## src/rtl/l2dir_pkg.sv

```systemverilog
package l2dir_pkg;

    typedef enum logic [1:0] {
        DST_INV = 2'b00,
        DST_SHR = 2'b01,
        DST_MOD = 2'b10
    } dstate_t;

    typedef enum logic [1:0] {
        ROP_READ  = 2'b00,
        ROP_WRITE = 2'b01,
        ROP_WBACK = 2'b10,
        ROP_EVICT = 2'b11
    } rop_t;

    typedef enum logic [1:0] {
        FS_IDLE     = 2'b00,
        FS_WAIT_ACK = 2'b01,
        FS_WAIT_IVN = 2'b10
    } fsm_t;

endpackage

```

## src/rtl/l2dir_decode.sv

```systemverilog
module l2dir_decode #(
    parameter int NCORE = 8,
    parameter int NSECT = 4
) (
    input  logic [NCORE+1:0]             entry,
    output logic [1:0]                   st,
    output logic [NCORE-1:0]             vec,
    output logic [$clog2(NCORE)-1:0]     owner,
    output logic [$clog2(NSECT)-1:0]     dcnt
);
    localparam int IDW = $clog2(NCORE);
    localparam int CNW = $clog2(NSECT);

    // Owner and dirty count reuse the low bits of the presence vector.
    always_comb begin
        st    = entry[NCORE+1:NCORE];
        vec   = entry[NCORE-1:0];
        owner = entry[IDW-1:0];
        dcnt  = entry[IDW+CNW-1:IDW];
    end
endmodule

```

## src/rtl/l2dir_policy.sv

```systemverilog
module l2dir_policy
    import l2dir_pkg::*;
#(
    parameter int NCORE = 8,
    parameter int NSECT = 4
) (
    input  logic [1:0]                   op,
    input  logic [$clog2(NCORE)-1:0]     core,
    input  logic [1:0]                   st,
    input  logic [NCORE-1:0]             vec,
    input  logic [$clog2(NCORE)-1:0]     owner,
    input  logic [$clog2(NSECT)-1:0]     dcnt,
    output logic [NCORE+1:0]             nxt_entry,
    output logic [NCORE-1:0]             inv_mask,
    output logic                         need_ivn,
    output logic                         ivn_excl
);
    localparam int IDW = $clog2(NCORE);
    localparam int CNW = $clog2(NSECT);
    localparam int EW  = NCORE + 2;
    localparam logic [CNW-1:0] CNT_MAX = CNW'(NSECT - 1);

    function automatic logic [EW-1:0] pack_mod(input logic [IDW-1:0] o,
                                               input logic [CNW-1:0] c);
        logic [NCORE-1:0] f;
        f = '0;
        f[IDW-1:0]       = o;
        f[IDW+CNW-1:IDW] = c;
        return {DST_MOD, f};
    endfunction

    logic [NCORE-1:0] reqbit;
    logic [NCORE-1:0] ownbit;
    logic             is_owner;

    always_comb begin
        reqbit        = '0;
        reqbit[core]  = 1'b1;
        ownbit        = '0;
        ownbit[owner] = 1'b1;
        is_owner      = (owner == core);
    end

    always_comb begin
        nxt_entry = {st, vec};
        inv_mask  = '0;
        need_ivn  = 1'b0;
        ivn_excl  = 1'b0;
        unique case (rop_t'(op))
            ROP_READ: begin
                unique case (st)
                    DST_SHR: nxt_entry = {DST_SHR, vec | reqbit};
                    DST_MOD: begin
                        if (!is_owner) begin
                            need_ivn  = 1'b1;
                            nxt_entry = {DST_SHR, ownbit | reqbit};
                        end
                    end
                    default: nxt_entry = {DST_SHR, reqbit};
                endcase
            end
            ROP_WRITE: begin
                unique case (st)
                    DST_SHR: begin
                        inv_mask  = vec & ~reqbit;
                        nxt_entry = pack_mod(core, '0);
                    end
                    DST_MOD: begin
                        if (is_owner) begin
                            nxt_entry = pack_mod(core, (dcnt == CNT_MAX) ? dcnt : dcnt + 1'b1);
                        end else begin
                            need_ivn  = 1'b1;
                            ivn_excl  = 1'b1;
                            nxt_entry = pack_mod(core, '0);
                        end
                    end
                    default: nxt_entry = pack_mod(core, '0);
                endcase
            end
            ROP_WBACK: begin
                if (st == DST_MOD && is_owner) begin
                    if (dcnt == '0) nxt_entry = {DST_SHR, reqbit};
                    else            nxt_entry = pack_mod(core, dcnt - 1'b1);
                end
            end
            ROP_EVICT: begin
                nxt_entry = '0;
                unique case (st)
                    DST_SHR: inv_mask = vec;
                    DST_MOD: begin
                        need_ivn = 1'b1;
                        ivn_excl = 1'b1;
                    end
                    default: ;
                endcase
            end
            default: ;
        endcase
    end
endmodule

```

## src/rtl/l2dir_ack_track.sv

```systemverilog
module l2dir_ack_track #(
    parameter int NCORE = 8
) (
    input  logic             clk,
    input  logic             rst_n,
    input  logic             load,
    input  logic [NCORE-1:0] load_mask,
    input  logic [NCORE-1:0] ack_vec,
    output logic             all_clear
);
    logic [NCORE-1:0] pending;

    // Bits for cores that were never targeted simply fall away.
    always_comb all_clear = ((pending & ~ack_vec) == '0);

    always_ff @(posedge clk or negedge rst_n) begin
        if (!rst_n)    pending <= '0;
        else if (load) pending <= load_mask;
        else           pending <= pending & ~ack_vec;
    end
endmodule

```

## src/rtl/l2dir_ctrl.sv

```systemverilog
module l2dir_ctrl
    import l2dir_pkg::*;
#(
    parameter int NCORE = 8,
    parameter int NSECT = 4
) (
    input  logic                         clk,
    input  logic                         rst_n,
    input  logic                         req_valid,
    output logic                         req_ready,
    input  logic [1:0]                   req_op,
    input  logic [$clog2(NCORE)-1:0]     req_core,
    input  logic [NCORE+1:0]             dir_rd_entry,
    input  logic [NCORE-1:0]             ack_vec,
    input  logic                         ivn_done,
    output logic                         inv_valid,
    output logic [NCORE-1:0]             inv_vec,
    output logic                         ivn_valid,
    output logic [$clog2(NCORE)-1:0]     ivn_core,
    output logic                         ivn_excl,
    output logic                         dir_wr_valid,
    output logic [NCORE+1:0]             dir_wr_entry
);
    localparam int IDW = $clog2(NCORE);
    localparam int CNW = $clog2(NSECT);
    localparam int EW  = NCORE + 2;

    fsm_t             fs, fs_nxt;
    logic             accept;
    logic [1:0]       cur_st;
    logic [NCORE-1:0] cur_vec;
    logic [IDW-1:0]   cur_owner;
    logic [CNW-1:0]   cur_dcnt;
    logic [EW-1:0]    pol_entry;
    logic [NCORE-1:0] pol_inv;
    logic             pol_ivn;
    logic             pol_excl;
    logic             acks_done;
    logic [EW-1:0]    hold_entry;

    l2dir_decode #(.NCORE(NCORE), .NSECT(NSECT)) u_decode (
        .entry (dir_rd_entry),
        .st    (cur_st),
        .vec   (cur_vec),
        .owner (cur_owner),
        .dcnt  (cur_dcnt)
    );

    l2dir_policy #(.NCORE(NCORE), .NSECT(NSECT)) u_policy (
        .op        (req_op),
        .core      (req_core),
        .st        (cur_st),
        .vec       (cur_vec),
        .owner     (cur_owner),
        .dcnt      (cur_dcnt),
        .nxt_entry (pol_entry),
        .inv_mask  (pol_inv),
        .need_ivn  (pol_ivn),
        .ivn_excl  (pol_excl)
    );

    l2dir_ack_track #(.NCORE(NCORE)) u_acks (
        .clk       (clk),
        .rst_n     (rst_n),
        .load      (accept),
        .load_mask (pol_inv),
        .ack_vec   (ack_vec),
        .all_clear (acks_done)
    );

    always_comb begin
        req_ready = (fs == FS_IDLE);
        accept    = req_valid && req_ready;
    end

    always_comb begin
        fs_nxt = fs;
        unique case (fs)
            FS_IDLE: begin
                if (accept) begin
                    if (pol_inv != '0) fs_nxt = FS_WAIT_ACK;
                    else if (pol_ivn)  fs_nxt = FS_WAIT_IVN;
                end
            end
            FS_WAIT_ACK: if (acks_done) fs_nxt = FS_IDLE;
            FS_WAIT_IVN: if (ivn_done)  fs_nxt = FS_IDLE;
            default:     fs_nxt = FS_IDLE;
        endcase
    end

    // State register
    always_ff @(posedge clk or negedge rst_n) begin
        if (!rst_n) fs <= FS_IDLE;
        else        fs <= fs_nxt;
    end

    // Registered outputs
    always_ff @(posedge clk or negedge rst_n) begin
        if (!rst_n) begin
            inv_valid    <= 1'b0;
            inv_vec      <= '0;
            ivn_valid    <= 1'b0;
            ivn_core     <= '0;
            ivn_excl     <= 1'b0;
            dir_wr_valid <= 1'b0;
            dir_wr_entry <= '0;
            hold_entry   <= '0;
        end else begin
            inv_valid    <= 1'b0;
            ivn_valid    <= 1'b0;
            dir_wr_valid <= 1'b0;
            unique case (fs)
                FS_IDLE: begin
                    if (accept) begin
                        hold_entry <= pol_entry;
                        if (pol_inv != '0) begin
                            inv_valid <= 1'b1;
                            inv_vec   <= pol_inv;
                        end else if (pol_ivn) begin
                            ivn_valid <= 1'b1;
                            ivn_core  <= cur_owner;
                            ivn_excl  <= pol_excl;
                        end else begin
                            dir_wr_valid <= 1'b1;
                            dir_wr_entry <= pol_entry;
                        end
                    end
                end
                FS_WAIT_ACK: begin
                    if (acks_done) begin
                        dir_wr_valid <= 1'b1;
                        dir_wr_entry <= hold_entry;
                    end
                end
                FS_WAIT_IVN: begin
                    if (ivn_done) begin
                        dir_wr_valid <= 1'b1;
                        dir_wr_entry <= hold_entry;
                    end
                end
                default: ;
            endcase
        end
    end
endmodule

```

## config.mk

```make
export PLATFORM = sky130hd
export DESIGN_NAME = l2dir_ctrl
export DESIGN_NICKNAME = d
export VERILOG_FILES = /design/src/rtl/l2dir_pkg.sv /design/src/rtl/l2dir_decode.sv /design/src/rtl/l2dir_policy.sv /design/src/rtl/l2dir_ack_track.sv /design/src/rtl/l2dir_ctrl.sv
export SDC_FILE = /design/constraint.sdc
export NUM_CORES = 1
export LEC_CHECK = 0
export CELL_PAD_IN_SITES_DETAIL_PLACEMENT = 0
export CELL_PAD_IN_SITES_GLOBAL_PLACEMENT = 1
export CORE_MARGIN = 2
export CORE_UTILIZATION = 36
export CTS_CLUSTER_DIAMETER = 200
export DETAILED_ROUTE_END_ITERATION = 10
export PLACE_DENSITY_LB_ADDON = 0.2
export SLEW_MARGIN = 20
export SYNTH_ARGS = -nofsm -noshare
export SYNTH_HDL_FRONTEND = slang
export SYNTH_SLANG_ARGS = --single-unit
```

## constraint.sdc

```tcl
create_clock -name clk -period 2.1 [get_ports clk]
set_input_delay 0.42 -clock clk [delete_from_list [all_inputs] [get_ports clk]]
set_output_delay 0.42 -clock clk [all_outputs]
set_load 0.02 [all_outputs]
```

==> results.toml, run 1 <==
[routing]
vias = 3277
postRouteAntennaNets = 0
wirelength_um = 10600
wl_per_cell_um = 17.3
via_per_inst = 5.36
drc = 0
drtIter0Drc = 236
first_pass_iters = 4

[setup_path]
worstReg2RegEnd = "dir_wr_entry[2]"
critPathLaunchType = "input pin"
r2r_start = "fs[0]"
worstPathRequired_ps = 2290
path_max_fanout = 4
crit_arrival_ps = 2380
ff2ff_path_depth = 7
r2r_slack_ps = 80
worstSetupPathType = "in2reg"
endpoint_kind = "flip-flop"

[cells_and_area]
n_fill_cell = 741
drive_gt1_frac = 0.389
nNetsFinal = 538
n_antenna_cell = 0
area_growth_pct = 62.4

[yosys]
yosysMostFrequentCell = "dfrtp_1"
synth-edff-count = 0
synth.distinct_cells = 63
synth_area_leaders = "dfrtp_1, o21ai_0, nand2_1"
synthCells = 345
synthFlopType = "dfrtp_1"
avgSynthCellArea_um2 = 8.81
yosys_warnings = 0
ys_ff_latch = 45
synth_top_area_share = 0.371
seq_area_frac_synth = 0.371
synth_fp_nets = 378
synth.largest_area_cell = "dfrtp_1"
synthArstFlopShare = 1.00
synth_commonest_cells = "dfrtp_1, nand2_1, o21ai_0"
synthesis.area_mm2 = 0.00304

[timing]
drv_slew = 0
setup_viol = 10
setup_ws_ps = -91.9
setup_tns_ps = -511
fin_crit_sh = 1.04
slew_headroom = 0.632
worst_pin_slew_ps = 552
hold_violations = 0
clock_skew_ps = 7.79
period_needed_ps = 2190
max_freq_ghz = 0.456
rsz0062_at_grt = "yes"

[pwr]
swShare = 0.373
power_frac_seq = 0.310
powerDensity_mw_per_mm2 = 855
pwr-share-comb = 0.552
power.switching_mw = 1.57
clkPwrFrac = 0.138
power.leakage_nw = 2.22
ir_drop_v = 0.000432
p_int_mw = 2.65

[floorplan]
initial_core_util = 0.370
die_x_um = 95.9
io_pins = 53
die_y_um = 95.9
dieArea_mm2 = 0.00919
row_count = 33
core-area_mm2 = 0.00822

[global_routing]
antenna_found_initial = 0
grt_pass1_wl_um = 16800
groute.usage.overall = 0.237
grt_pass1_vias = 3343
grt-ovfl-total = 0
grt_max_degree = 25

[hold_path]
hp-class = "in2async"

[placed_design]
hpwl_um = 7810
dpl_worst_slack_ps = -871
routabilityCongestion = 0.906
port_buffers = 52

[clock_network]
clockBufferDepth = 2
numCtsBuffers = 5
clk_pin_slew_ps = 90
clkSinkCount = 45
clkLatencyLatePin_ps = 300
htree_levels = 2
holdBufCountCts = 0
root_buffer = "clkbuf_8"
cts_tree = "yes"

[status]
violations = "negative setup slack"
status = "finished, violations left"

[job]
drv_cap = 0
-- metal layers --
layer	track usage	vias up	wire (µm)
met5	0	-	0
met2	0.393	90	4990
met1	0.326	1590	5030
met3	0.0360	11	385
li1	-	1586	-
met4	0.0500	0	162
-- layout by cell type (no fill, tap or decap), types with 6 or more instances in the layout --
cell / netlist / layout
buf_4: 2 / 116
mux2_4: 0 / 8
o21ai_0: 28 / 27
or3_1: 6 / 6
dfrtp_1: 45 / 45
mux2i_1: 7 / 7
nor3_1: 9 / 8
buf_6: 1 / 9
nand3_1: 11 / 9
nor2_1: 17 / 14
inv_1: 18 / 16
clkdlybuf4s50_1: 0 / 35
clkbuf_8: 0 / 6
nand2_1: 36 / 36
nand2b_1: 16 / 13
o22ai_1: 7 / 7
-- power groups by stage --
stage / combinational (mW) / clock [mW] / sequential (mW)
after floorplan: 1.00 / 0 / 1.53
after global placement: 2.18 / 0 / 1.31
after global routing: 2.50 / 0.632 / 1.34
after detailed placement: 2.22 / 0 / 1.33
final: 2.33 / 0.583 / 1.31
after CTS: 2.34 / 0.599 / 1.31
-- per-stage QoR --
| step | cells | cell area, µm² | total power [mW] | utilization | hold slack [ps] |
|---|---|---|---|---|---|
| floorplan | 345 | 3140 | 2.54 | - | 124 |
| global placement | 584 | 4490 | 3.49 | 0.546 | 438 |
| detailed placement | 584 | 4490 | 3.54 | 0.546 | 438 |
| CTS | 607 | 4830 | 4.25 | 0.588 | 112 |
| global route | 611 | 4930 | 4.47 | 0.601 | 126 |
| finish | 611 | 4930 | 4.22 | 0.601 | 95.7 |
-- cell families (layout without fill, tap and decap cells) --
| group | after synthesis | count (layout) | synth area share |
|---|---|---|---|
| compound gates | 101 | 101 | 0.242 |
| buf+inv | 42 | 203 | 0.0568 |
| xor+xnor | 6 | 6 | 0.0173 |
| mux | 19 | 19 | 0.0675 |
| flops | 45 | 45 | 0.371 |
| simple gates | 126 | 126 | 0.221 |
| fa+ha+maj | 6 | 6 | 0.0247 |
-- worst max-delay path by stage --
stage / startpoint / endpoint / slack, ps / depth (start not counted)
floorplan: req_core[2] / dir_wr_entry[0] / -430 / 7
global placement: dir_rd_entry[8] / dir_wr_entry[1] / -830 / 8
detailed placement: dir_rd_entry[8] / dir_wr_entry[3] / -870 / 11
CTS: req_core[1] / dir_wr_entry[2] / -320 / 9
global route: dir_rd_entry[9] / dir_wr_entry[2] / -170 / 12
finish: dir_rd_entry[8] / dir_wr_entry[2] / -90 / 11
-- flip-flops by register name, summed over array words and instances, names as in the netlist --
name,flops
ivn_excl,1
ivn_valid,1
inv_valid,1
inv_vec,8
dir_wr_entry,10
hold_entry,10
u_acks.pending,8
fs,2
ivn_core,3
dir_wr_valid,1
-- worst max-delay path: stages --
cell and delay [ps]:
buf_8 110, ha_4 180, buf_6 130, nand3_4 90
a31oi_4 50, nor4_4 350, nand3_4 130, a2111oi_4 330
buf_4 180, clkbuf_16 130, mux2_4 290
-- area by class of cell --
type	instances	area, µm²	share of cell area
timing repair buffer	177	1500	0.304
inverter	18	70.1	0.0142
clock buffer	6	82.6	0.0167
clock inverter	2	13.8	0.00279
sequential	45	1130	0.228
multi-input combinational	258	2010	0.408
tap	105	131	0.0266
-- what timing repair did --
item | 4_1_cts | 5_1_grt
cloned | 1 | 0
pin swaps | 11 | 13
resized for setup | 71 | 28
setup buffers | 14 | 6
endpoints found under the setup margin | 35 | 24
No activity file was read; power rests on OpenSTA's default activity.
==> run 2, diff against run 1 <==
- CORE_MARGIN: 2 -> not set
==> run 2 against run 1 <==
Effect of this change: combinational power hardly changed; fmax is 0.94% lower; die area is 4.1% lower; count of clock-buffer cells in the layout stayed put; global-route usage is 0.80 points higher; non-clock buffer count is 7 higher; the flow still finishes with violations (negative setup slack); critical endpoint is now dir_wr_entry[7]; critical path depth is 2 lower; largest cell class unchanged.
==> results.toml, run 2 (synthesis results as in run 1) <==
[timing]
setup_viol = 11
worst_pin_slew_ps = 602
rsz0062_at_grt = "yes"
setup_tns_ps = -770
fin_crit_sh = 1.05
timing.hold.ws_ps = 205
drv_slew = 0
setup_ws_ps = -113
hold_violations = 0
period_needed_ps = 2210
max_freq_ghz = 0.452
slew_headroom = 0.599
clock_skew_ps = 7.28

[routing]
via_per_inst = 5.29
postRouteAntennaNets = 0
drtIter0Drc = 122
wl_per_cell_um = 16.6
wirelength_um = 10300
drc = 0
first_pass_iters = 4
vias = 3268

[clock_network]
root_buffer = "clkbuf_8"
numCtsBuffers = 5
clk_pin_slew_ps = 90
clockBufferDepth = 2
clkLatencyLatePin_ps = 300
cts_tree = "yes"
clkSinkCount = 45
htree_levels = 2

[cells_and_area]
drive_gt1_frac = 0.398
layout_common_cells = "buf_4, dfrtp_1, nand2_1"
n_antenna_cell = 0
seq_area_mm2 = 0.00113
finalNonFillerCells = 618
area_growth_pct = 63.1
multi_input_area_mm2 = 0.00200
nNetsFinal = 545
n_fill_cell = 751
reg_top3 = "dir_wr_entry: 10 flops, hold_entry: 10 flops"
post-route-cell-area_mm2 = 0.00496
mostFrequentLayoutCell = "buf_4"
final_core_util = 0.606

[global_routing]
groute.usage.overall = 0.245
grt-ovfl-total = 0
grt_pass1_vias = 3163
antenna_found_initial = 0
grt_pass1_wl_um = 16500
grt_max_degree = 46

[floorplan]
die_x_um = 93.9
dieArea_mm2 = 0.00881
io_pins = 53
core-area_mm2 = 0.00818
row_count = 33
initial_core_util = 0.372
die_y_um = 93.9

[status]
violations = "negative setup slack"
status = "finished, violations left"

[setup_path]
cp_cell_sequence = "clkdlybuf4s15_2 > xor2_2 > o31ai_2 > o32a_1 > nand3_4 > a2111oi_4 > buf_4 > clkbuf_16 > mux2_4"
endpoint_kind = "flip-flop"
worstSetupPathType = "in2reg"
crit_slowest_cell = "a2111oi_4"
worstPathRequired_ps = 2290
crit_arrival_ps = 2400
critPathMaxStageDelay_ps = 320
critPathLaunchType = "input pin"
path_max_fanout = 4
ff2ff_path_depth = 7

[placed_design]
place_inst = 586
routabilityCongestion = 1.01
hpwl_um = 7710
place_area_mm2 = 0.00450
dpl_worst_slack_ps = -851
port_buffers = 52

[job]
drv_cap = 0

[pwr]
ir_drop_v = 0.000549
powerDensity_mw_per_mm2 = 852
power.leakage_nw = 2.25
p_total_mw = 4.22

[hold_path]
hp-class = "in2async"
[run 2: final cells by class]
type	instances	area share
Clock buffer	6	0.0167
Clock inverter	2	0.00278
Inverter	18	0.0141
Multi-Input combinational cell	258	0.404
Sequential cell	45	0.227
Tap cell	105	0.0265
Timing Repair Buffer	184	0.309
[run 2: where the power goes]
group          leakage, nW  internal, mW  switching [mW]
combinational         1.61          1.24            1.10
clock               0.0512         0.268           0.318
sequential           0.587          1.15           0.148
total                 2.25          2.66            1.56
[run 2: final timing paths]
kind | start | end | slack [ps]
worst max-delay path | dir_rd_entry[2] | dir_wr_entry[7] | -110
worst min-delay path | rst_n | dir_wr_entry[8] | 210
worst max register to register | fs[0] | dir_wr_entry[7] | 80
worst min register to register | hold_entry[2] | hold_entry[2] | 480
max in group asynchronous | rst_n | u_acks.pending[4] | 1490
min in group clk | hold_entry[2] | hold_entry[2] | 480
[run 2: metal layers]
layer,part of all wire,track usage,up-vias
met4,0.0077,0.0474,0
met2,0.45,0.389,82
met3,0.039,0.0259,7
met5,0,0,-
met1,0.50,0.357,1569
li1,-,-,1610
[run 2: what timing repair did]
action / 4_1_cts / 5_1_grt
endpoints found under the setup margin: 38 / 17
gates cloned: 1 / 0
hold buffers: 0 / 0
buffers inserted: 22 / 5
pin swaps: 13 / 12
gates resized for setup: 77 / 21
[run 2: critical path: cells and delay by family]
kind,cells,cell delay [ps]
AOI/OAI and AO/OA,3,870
buffers and inverters,3,540
muxes,1,290
xor gates and xnor gates,1,160
and+or+nand+nor,1,110
